## src/rtl/sdcmd_pkg.sv

```systemverilog
package sdcmd_pkg;
  localparam int STROBE_W = 8;
  localparam int S_DESEL = 0;
  localparam int S_NOP   = 1;
  localparam int S_ACT   = 2;
  localparam int S_READ  = 3;
  localparam int S_WRITE = 4;
  localparam int S_PRE   = 5;
  localparam int S_REF   = 6;
  localparam int S_MODE  = 7;
  localparam int MODE_BUSY_CYCLES = 2;

  typedef struct packed {
    logic latchBank;
    logic latchRow;
    logic latchCol;
    logic writeMode;
  } ctlStrobe_t;
endpackage

```

## src/rtl/sdcmd_ctrl.sv

```systemverilog
module sdcmd_ctrl
  import sdcmd_pkg::*;
#(
  parameter int NUM_BANKS = 4,
  parameter int RSVD_W = 4,
  localparam int BANK_W = $clog2(NUM_BANKS)
) (
  input  logic                 clk,
  input  logic                 rstN,
  input  logic                 cke,
  input  logic                 csN,
  input  logic                 rasN,
  input  logic                 casN,
  input  logic                 weN,
  input  logic [BANK_W-1:0]    bankSel,
  input  logic [RSVD_W-1:0]    rsvdAddr,
  input  logic                 allBankBit,
  output logic [STROBE_W-1:0]  cmdStrobe,
  output logic                 illegalCmd,
  output logic [NUM_BANKS-1:0] bankOpen,
  output logic                 suspended,
  output logic                 powerDown,
  output logic                 modeBusy,
  output ctlStrobe_t           ctl
);
  localparam int CNT_W = $clog2(MODE_BUSY_CYCLES + 1);

  logic ckeQ;
  logic [CNT_W-1:0] busyCnt;
  logic [STROBE_W-1:0] strobeNext;
  logic illNext;
  logic [NUM_BANKS-1:0] openNext;
  logic allIdle, selOpen, rsvdBad, busy;

  assign allIdle = (bankOpen == '0);
  assign selOpen = bankOpen[bankSel];
  assign rsvdBad = (|rsvdAddr) || (|bankSel);
  assign busy    = (busyCnt != '0);
  assign modeBusy = busy;

  always_comb begin
    logic isCmd, ok;
    int bitIdx;
    strobeNext = '0;
    illNext    = 1'b0;
    openNext   = bankOpen;
    ctl        = '0;
    isCmd      = 1'b0;
    ok         = 1'b0;
    bitIdx     = S_NOP;
    if (ckeQ) begin
      if (csN) begin
        strobeNext[S_DESEL] = 1'b1;
      end else begin
        case ({rasN, casN, weN})
          3'b011: begin isCmd = 1'b1; bitIdx = S_ACT;   ok = !busy && !selOpen; end
          3'b101: begin isCmd = 1'b1; bitIdx = S_READ;  ok = !busy && selOpen; end
          3'b100: begin isCmd = 1'b1; bitIdx = S_WRITE; ok = !busy && selOpen; end
          3'b010: begin isCmd = 1'b1; bitIdx = S_PRE;   ok = !busy; end
          3'b001: begin isCmd = 1'b1; bitIdx = S_REF;   ok = !busy && allIdle; end
          3'b000: begin isCmd = 1'b1; bitIdx = S_MODE;  ok = !busy && allIdle && !rsvdBad; end
          default: strobeNext[S_NOP] = 1'b1;
        endcase
        if (isCmd) begin
          if (ok) strobeNext[bitIdx] = 1'b1;
          else    illNext = 1'b1;
        end
        if (isCmd && ok) begin
          case (bitIdx)
            S_ACT: begin
              openNext[bankSel] = 1'b1;
              ctl.latchBank = 1'b1;
              ctl.latchRow  = 1'b1;
            end
            S_READ, S_WRITE: begin
              ctl.latchBank = 1'b1;
              ctl.latchCol  = 1'b1;
            end
            S_PRE: begin
              ctl.latchBank = 1'b1;
              if (allBankBit) openNext = '0;
              else            openNext[bankSel] = 1'b0;
            end
            S_MODE: ctl.writeMode = 1'b1;
            default: ;
          endcase
        end
      end
    end
  end

  always_ff @(posedge clk) begin
    if (!rstN) begin
      ckeQ       <= 1'b1;
      cmdStrobe  <= '0;
      illegalCmd <= 1'b0;
      bankOpen   <= '0;
      suspended  <= 1'b0;
      powerDown  <= 1'b0;
      busyCnt    <= '0;
    end else begin
      ckeQ       <= cke;
      cmdStrobe  <= strobeNext;
      illegalCmd <= illNext;
      bankOpen   <= openNext;
      suspended  <= !cke && (ckeQ ? !allIdle : suspended);
      powerDown  <= !cke && (ckeQ ? allIdle : powerDown);
      if (ctl.writeMode)
        busyCnt <= CNT_W'(MODE_BUSY_CYCLES);
      else if (ckeQ && busy)
        busyCnt <= busyCnt - 1'b1;
    end
  end
endmodule

```

## src/rtl/sdcmd_dpath.sv

```systemverilog
module sdcmd_dpath
  import sdcmd_pkg::*;
#(
  parameter int NUM_BANKS = 4,
  parameter int ADDR_W = 11,
  parameter int COL_W = 8,
  localparam int BANK_W = $clog2(NUM_BANKS)
) (
  input  logic              clk,
  input  logic              rstN,
  input  ctlStrobe_t        ctl,
  input  logic [BANK_W-1:0] bankSel,
  input  logic [ADDR_W-1:0] addr,
  output logic [BANK_W-1:0] latchedBank,
  output logic [ADDR_W-1:0] rowAddr,
  output logic [COL_W-1:0]  colAddr,
  output logic [2:0]        burstLen,
  output logic              burstType,
  output logic [2:0]        casLatency
);
  always_ff @(posedge clk) begin
    if (!rstN) begin
      latchedBank <= '0;
      rowAddr     <= '0;
      colAddr     <= '0;
      burstLen    <= '0;
      burstType   <= 1'b0;
      casLatency  <= '0;
    end else begin
      if (ctl.latchBank) latchedBank <= bankSel;
      if (ctl.latchRow)  rowAddr     <= addr;
      if (ctl.latchCol)  colAddr     <= addr[COL_W-1:0];
      if (ctl.writeMode) begin
        burstLen   <= addr[2:0];
        burstType  <= addr[3];
        casLatency <= addr[6:4];
      end
    end
  end
endmodule

```

## src/rtl/sdram_cmd_decoder.sv

```systemverilog
module sdram_cmd_decoder
  import sdcmd_pkg::*;
#(
  parameter int NUM_BANKS = 4,
  parameter int ADDR_W = 11,
  parameter int COL_W = 8,
  localparam int BANK_W = $clog2(NUM_BANKS),
  localparam int RSVD_LO = 7,
  localparam int AP_BIT = 10
) (
  input  logic                 clk,
  input  logic                 rstN,
  input  logic                 cke,
  input  logic                 csN,
  input  logic                 rasN,
  input  logic                 casN,
  input  logic                 weN,
  input  logic [BANK_W-1:0]    bankSel,
  input  logic [ADDR_W-1:0]    addr,
  output logic [7:0]           cmdStrobe,
  output logic                 illegalCmd,
  output logic [NUM_BANKS-1:0] bankOpen,
  output logic                 suspended,
  output logic                 powerDown,
  output logic                 modeBusy,
  output logic [BANK_W-1:0]    latchedBank,
  output logic [ADDR_W-1:0]    rowAddr,
  output logic [COL_W-1:0]     colAddr,
  output logic [2:0]           burstLen,
  output logic                 burstType,
  output logic [2:0]           casLatency
);
  ctlStrobe_t ctl;

  sdcmd_ctrl #(.NUM_BANKS(NUM_BANKS), .RSVD_W(ADDR_W - RSVD_LO)) uCtrl (
    .clk(clk), .rstN(rstN), .cke(cke), .csN(csN), .rasN(rasN), .casN(casN),
    .weN(weN), .bankSel(bankSel), .rsvdAddr(addr[ADDR_W-1:RSVD_LO]),
    .allBankBit(addr[AP_BIT]), .cmdStrobe(cmdStrobe), .illegalCmd(illegalCmd),
    .bankOpen(bankOpen), .suspended(suspended), .powerDown(powerDown),
    .modeBusy(modeBusy), .ctl(ctl)
  );

  sdcmd_dpath #(.NUM_BANKS(NUM_BANKS), .ADDR_W(ADDR_W), .COL_W(COL_W)) uDpath (
    .clk(clk), .rstN(rstN), .ctl(ctl), .bankSel(bankSel), .addr(addr),
    .latchedBank(latchedBank), .rowAddr(rowAddr), .colAddr(colAddr),
    .burstLen(burstLen), .burstType(burstType), .casLatency(casLatency)
  );
endmodule

```

## config.mk

```make
export PLATFORM = sky130hd
export DESIGN_NAME = sdram_cmd_decoder
export DESIGN_NICKNAME = d
export VERILOG_FILES = /design/src/rtl/sdcmd_pkg.sv /design/src/rtl/sdcmd_ctrl.sv /design/src/rtl/sdcmd_dpath.sv /design/src/rtl/sdram_cmd_decoder.sv
export SDC_FILE = /design/constraint.sdc
export NUM_CORES = 1
export LEC_CHECK = 0
export ABC_AREA = 1
export BUFFER_PORTS_ARGS = -buffer_cell sky130_fd_sc_hd__buf_2
export CAP_MARGIN = 10
export CELL_PAD_IN_SITES_DETAIL_PLACEMENT = 0
export CELL_PAD_IN_SITES_GLOBAL_PLACEMENT = 1
export CORE_MARGIN = 2
export CORE_UTILIZATION = 30
export CTS_CLUSTER_SIZE = 10
export DETAILED_ROUTE_END_ITERATION = 10
export GPL_TIMING_DRIVEN = 0
export PLACE_DENSITY_LB_ADDON = 0.1
export SETUP_SLACK_MARGIN = 0.5
export SLEW_MARGIN = 20
export SYNTH_ARGS = -nofsm -noshare
export SYNTH_HDL_FRONTEND = slang
export SYNTH_SLANG_ARGS = --single-unit
```

## constraint.sdc

```tcl
create_clock -name clk -period 1.4 [get_ports clk]
set_input_delay 0.21 -clock clk [delete_from_list [all_inputs] [get_ports clk]]
set_output_delay 0.21 -clock clk [all_outputs]
set_load 0.02 [all_outputs]
```

* Word-level counts from Yosys, hierarchy flattened
Cells that the tools add are included.
** Storage, ports and cells
- Flip-flop bits (word level) :: 46
- Bits in latches :: 0
- Bits in writable memories :: 0
- ROM bits :: 0
- Input port bits :: 20
- Output and inout bits :: 44
- Logic and storage cells :: 108
- Memories kept :: 0
** Cells by class
- Add/subtract/negate cells :: 1
- $mul :: 0
- Divide/modulo/power cells :: 0
- Magnitude comparators :: 4
- Equal/unequal tests :: 10
- Shift operators :: 0
- Mux-type cells :: 35
- Bitwise operators :: 9
- Reduce and logical (&&, ||, !) cells :: 33
** Operators with widths (count)
- $eq 32x3->1 const B :: 3
- $eq 32x2->1 const B :: 2
- $mux 32 :: 2
- $ge 32x1->1 const B :: 1
- $lt 32x5->1 const B :: 1
- $mux 1 :: 19
- $pmux 3 s6 :: 1
- $mux 4 :: 4
- $reduce_or 4->1 :: 3
- $logic_and 1x1->1 :: 10
- $mux 2 :: 4
- $or 2x8->8 :: 1
- $pmux 4 s2 :: 1
- $reduce_or 2->1 :: 4
- $eq 3x2->1 const B :: 2
- $eq 3x3->1 const B :: 2
- $reduce_bool 2->1 :: 3
- $reduce_or 6->1 :: 1
- $logic_not 1->1 :: 5
- $not 1->1 :: 5
- $pmux 1 s5 :: 1
- $reduce_or 5->1 :: 1
- $and 4x4->4 :: 1
- $logic_not 4->1 :: 1
- 14 further kinds :: 14

* Longest topological paths before layout
- Depth in word-level cells :: 12
- Gate-level depth with buffers :: 13
- Mapped depth without buffers :: 13

* Cells and area by module
Synthesis repeated with hierarchy kept, for this count alone.
** Second synthesis, totals
- Cell total of the unflattened synthesis :: 301
- Area total of the unflattened synthesis :: 2085.8 um^2
** Modules (own cells, without submodules)
- sdcmd_dpath :: times used 1, cells an instance 161, area an instance 1117.3 um^2, sequential area each 560.5 um^2
- sdcmd_ctrl :: times used 1, cells an instance 140, area an instance 968.4 um^2, sequential area each 360.3 um^2

* Least setup slack after synthesis
OpenSTA, ideal clock, no wires.
- Path type :: register to register
- Start point :: reg uCtrl.bankOpen[3]
- End point :: reg uDpath.latchedBank[0]
- Library setup time :: 0.110 ns
- Arrival time :: 1.373 ns
- Required time :: 1.290 ns
- Slack :: -0.083 ns
- Cell stages (with the launch flop) :: 12
- Path buffers :: 0
- Period minus slack after synthesis :: 1.483 ns
- Cell sequence :: dfxtp_1 nand2_1 nand2_1 nand2_2 nand3_1 nand3_1 nor2_1 nor2_4 nand3_1 nand2_1 inv_1 nor2_1
** Between the ends
- Cells in the longest elaborated chain, start to end :: 11
- Elaborated cells on any way between the ends :: 15
- Those cells by class :: 8 x mux; 7 x reduce/logical
** RTL lines
- from (decl) :: RTL line sdcmd_ctrl.sv:20 : output logic [NUM_BANKS-1:0] bankOpen,
- from (signal assigned) :: RTL line sdcmd_ctrl.sv:105 : bankOpen <= openNext;
- $bmux 1 s2 :: RTL line sdcmd_ctrl.sv:36 : assign selOpen = bankOpen[bankSel];
- $mux 1 (implied by the code) :: RTL line sdcmd_ctrl.sv:36
- $logic_not 1->1 :: RTL line sdcmd_ctrl.sv:56 : 3'b011: begin isCmd = 1'b1; bitIdx = S_ACT; ok = !busy && !selOpen; end
- $logic_and 1x1->1 :: RTL line sdcmd_ctrl.sv:56
- $pmux 1 s5 (*) :: RTL line sdcmd_ctrl.sv:55 : case ({rasN, casN, weN})
- $mux 1 (*) :: RTL line sdcmd_ctrl.sv:52 : if (csN) begin
- $mux 1 (*) :: RTL line sdcmd_ctrl.sv:51 : if (ckeQ) begin
- $logic_and 1x1->1 (*) :: RTL line sdcmd_ctrl.sv:68 : if (isCmd && ok) begin
- $mux 4 (*) :: RTL line sdcmd_ctrl.sv:68
- $mux 4 (*) :: RTL line sdcmd_ctrl.sv:52
- $mux 4 (*) :: RTL line sdcmd_ctrl.sv:51
- to (signal assigned) :: RTL line sdcmd_dpath.sv:30 : if (ctl.latchBank) latchedBank <= bankSel;
- to (decl) :: RTL line sdcmd_dpath.sv:14 : output logic [BANK_W-1:0] latchedBank,
Every way passes the cells marked *; elsewhere a longest branch is shown, timed or not. The select of a mux whose other input is x is not followed.
A chain may end at the register's enable or synchronous reset.

* Worst setup path after layout
- Start point :: reg uCtrl.bankOpen[0]
- End point :: reg uDpath.casLatency[0]
** Between the ends
- Cells in the longest elaborated chain, start to end :: 11
- Elaborated cells on any way between the ends :: 15
- Those cells by class :: 8 x mux; 7 x reduce/logical
** RTL lines
- $bmux 1 s2 :: RTL line sdcmd_ctrl.sv:36
- $mux 1 (implied by the code) :: RTL line sdcmd_ctrl.sv:36
- $logic_not 1->1 :: RTL line sdcmd_ctrl.sv:56
- $logic_and 1x1->1 :: RTL line sdcmd_ctrl.sv:56
- $pmux 1 s5 (*) :: RTL line sdcmd_ctrl.sv:55
- $mux 1 (*) :: RTL line sdcmd_ctrl.sv:52
- $mux 1 (*) :: RTL line sdcmd_ctrl.sv:51
- $logic_and 1x1->1 (*) :: RTL line sdcmd_ctrl.sv:68
- $mux 4 (*) :: RTL line sdcmd_ctrl.sv:68
- $mux 4 (*) :: RTL line sdcmd_ctrl.sv:52
- $mux 4 (*) :: RTL line sdcmd_ctrl.sv:51
- to (signal assigned) :: RTL line sdcmd_dpath.sv:36 : casLatency <= addr[6:4];
- to (decl) :: RTL line sdcmd_dpath.sv:19 : output logic [2:0] casLatency
Marked as above.

==> summary.md <==
| Metric | Value |
|---|---|
| Clock Power Share | `0.340` |
| Setup crit end kind | `flop` |
| DIE WIDTH | `88.8 um` |
| Routability Congestion | `0.792` |
| Synth area leaders | `dfxtp_1 (43%), nand2_1 (13%), nor2_1 (11%)` |
| Drt pass-1 iters | `4` |
| Fin area | `3620 um2` |
| Final setup violation count | `27` |
| Clock latency on the worst-skew pair | `0.30 ns` |
| Worst slew pin tran | `0.597 ns` |
| Largest net degree at the start of global routing | `15` |
| Max Transition Viols Final | `0` |
| Worst-path maximum fanout | `4` |
| CP required | `1.57 ns` |
| Die Y | `88.8 um` |
| Wire per inst | `13.2 um` |
| Gate count after technology mapping | `310` |
| Setup TNS | `-0.557 ns` |
| Final std cells w/o fill | `506` |
| Outcome | `complete, but fails checks` |
| Hold WS | `0.132 ns` |
| Initial antenna violation count | `0` |
| Fillers | `690` |
| PwrDens | `951 nW/um2` |
| Clock root buffer | `clkbuf_8` |
| Post-DR vias/cell | `4.50` |
| Synth-to-Final Area Change | `67.8%` |
| First-pass GRT wire length | `10100 um` |
| Comb power frac | `0.257` |
| HPWL after detailed placement | `4480 um` |
| Num CTS Buffers | `5` |
| Remaining global-route overflow | `0` |
| Worst Skew | `0.00924 ns` |
| Core ar. | `6870 um2` |
| Final #Nets | `430` |
| H-tree depth | `2` |
| Rows | `30` |
| ANT cells | `0` |
| Area of the multi-input gates | `1240 um2` |
| DRC | `0` |
| WL final | `6690 um` |
| Share of cells above drive strength 1 | `0.551` |
| Yosys top cell by area | `dfxtp_1` |
| Rel. slew slack | `0.602` |
| Crit path time final | `1.46 ns` |
| Peak supply drop | `0.581 mV` |
| Startpoint Class | `flop` |
| Register Area | `990 um2` |
| # clock sinks | `46` |
| Sequential fraction of the synthesis area | `0.427` |
| IO Pins | `64` |
| Hold_buf cts | `0` |
| Switching part of the total | `0.290` |
| Syn Area/Cell | `6.95 um2` |
| Maximum clock frequency | `0.686 GHz` |
| Initial DRC Count | `53` |
| Initial Util | `0.314` |
| Clock slew at reported path FFs | `0.09 ns` |
| YS warnings | `0` |
| Final core utilization | `0.527` |
| Port Buffers | `62` |
| Worst Slack Setup Final | `-0.0577 ns` |
| Number of global-route vias before repair | `2034` |
| Area fraction of the dominant cell type after synthesis | `0.427` |
| Hold Crit Class | `in -> reg` |
| Internal power | `2.44 mW` |
| Vias | `2278` |
| FF+latch count, synth | `46` |
| Unrepaired setup endpoints after global routing | `true` |
| P_leak | `1.64 nW` |
| DP Area | `2660 um2` |
| Die ar. | `7880 um2` |
| Dpl cells | `468` |
| Post-synthesis instance area | `2160 um2` |
| CTS tree | `built` |
| Max-Cap Viols | `0` |
| Commonest cells after routing, fill and taps aside | `buf_6 (59), nand2_1 (51), nor2_1 (48), dfxtp_2 (40), inv_1 (35)` |
| Global Route Usage Sum | `0.170` |
| Netlist cell types | `28` |
| Routed Antenna Nets | `0` |
| Synthesized net count | `331` |
| Violated checks | `setup timing` |
| Final worst-path cycle share | `1.04` |
| Sequential share of power | `0.402` |
| Crit path kind | `reg -> reg` |
| CP Data Arrival Time | `1.63 ns` |
| Final Hold Fails | `0` |
| Commonest non-fill, non-tap cell in the layout | `buf_6` |
| Clock buffer depth | `2` |
| Psw | `998 uW` |
power groups by stage:
stage	clock (mW)	combinational (mW)	sequential [mW]
floorplan	0	0.423	1.44
global placement	0	0.634	1.41
detailed placement	0	0.636	1.41
CTS	1.20	0.815	1.38
global route	1.26	0.961	1.39
finish	1.17	0.885	1.38
what timing repair did:
item                                    in CTS  in global routing
pin swaps                                   21                 19
endpoints found under the setup margin      88                 88
gates resized for setup                    155                 48
setup buffers                               17                  9
gates cloned                                 3                  1
worst paths after layout:
check                                                    endpoint  slack [ns]                               from  cells after the start
worst max-delay path            uDpath.casLatency[0]$_SDFFE_PN0P_       -0.06     uCtrl.bankOpen[0]$_SDFFE_PN0P_                      8
worst min-delay path                        uCtrl.ckeQ$_SDFF_PN1_        0.13                                cke                      2
worst max register to register  uDpath.casLatency[0]$_SDFFE_PN0P_       -0.06     uCtrl.bankOpen[0]$_SDFFE_PN0P_                      8
worst min register to register  uDpath.casLatency[2]$_SDFFE_PN0P_        0.48  uDpath.casLatency[2]$_SDFFE_PN0P_                      2
synthesized netlist by cell type:
master / instances
nand2_1: 72
nor2_1: 63
dfxtp_1: 46
inv_1: 40
nand4_1: 16
a21oi_1: 15
nand3_1: 10
o21ai_0: 9
buf_6: 4
nand2_2: 4
clkbuf_1: 3
inv_2: 3
nor2_2: 3
nor3_1: 3
o211ai_1: 3
clkbuf_8: 2
nand3_2: 2
or2_2: 2
a21oi_2: 1
buf_1: 1
buf_2: 1
ha_1: 1
nand4_2: 1
nand4_4: 1
nor2_4: 1
nor3_2: 1
nor3b_1: 1
or2_1: 1
cell type report:
class,count,share of cell area
multi-input combinational,211,0.344
sequential,46,0.274
timing repair buffer,91,0.237
inverter,43,0.0457
tap,96,0.0332
clock buffer,7,0.0297
buffer,11,0.0287
clock inverter,1,0.00830
critical path, stage by stage, from the launching register on:
cell and delay, ns:
dfxtp_4 0.37, nor2_2 0.11, nand2_2 0.08, inv_2 0.09
nand4_1 0.13, nor2_4 0.25, nand3_2 0.17, nand2_1 0.09
a21oi_1 0.05
sequential cells by signal (all words and copies together) (netlist names), 2 cells and up:
signal              cells
uCtrl.cmdStrobe         8
uDpath.latchedBank      2
uDpath.rowAddr         11
uCtrl.busyCnt           2
uCtrl.bankOpen          4
uDpath.casLatency       3
uDpath.colAddr          8
uDpath.burstLen         3
routing by layer:
| layer | track usage | part of all wire | up-vias |
|---|---|---|---|
| li1 | - | - | 1176 |
| met1 | 0.228 | 0.48 | 1050 |
| met2 | 0.275 | 0.47 | 47 |
| met3 | 0.0336 | 0.038 | 5 |
| met4 | 0.0565 | 0.012 | 0 |
| met5 | 0 | 0 | - |
through the flow:
| step | setup slack, ns | power [mW] |
|---|---|---|
| 6_report | -0.0577 | 3.44 |
| 5_1_grt | -0.158 | 3.61 |
| 4_1_cts | -0.0526 | 3.40 |
| 3_5_place_dp | -0.317 | 2.04 |
| 3_3_place_gp | -0.333 | 2.04 |
| 2_1_floorplan | 0.0495 | 1.86 |
logic make-up (layout without fill, tap and decap cells):
group	count (synthesis)	in the layout	synth area share
compound gates	28	28	0.0702
fa+ha+maj	1	1	0.00580
buf+inv	54	153	0.118
flops	46	46	0.427
simple gates	181	182	0.379
No activity file was read; power rests on OpenSTA's default activity.
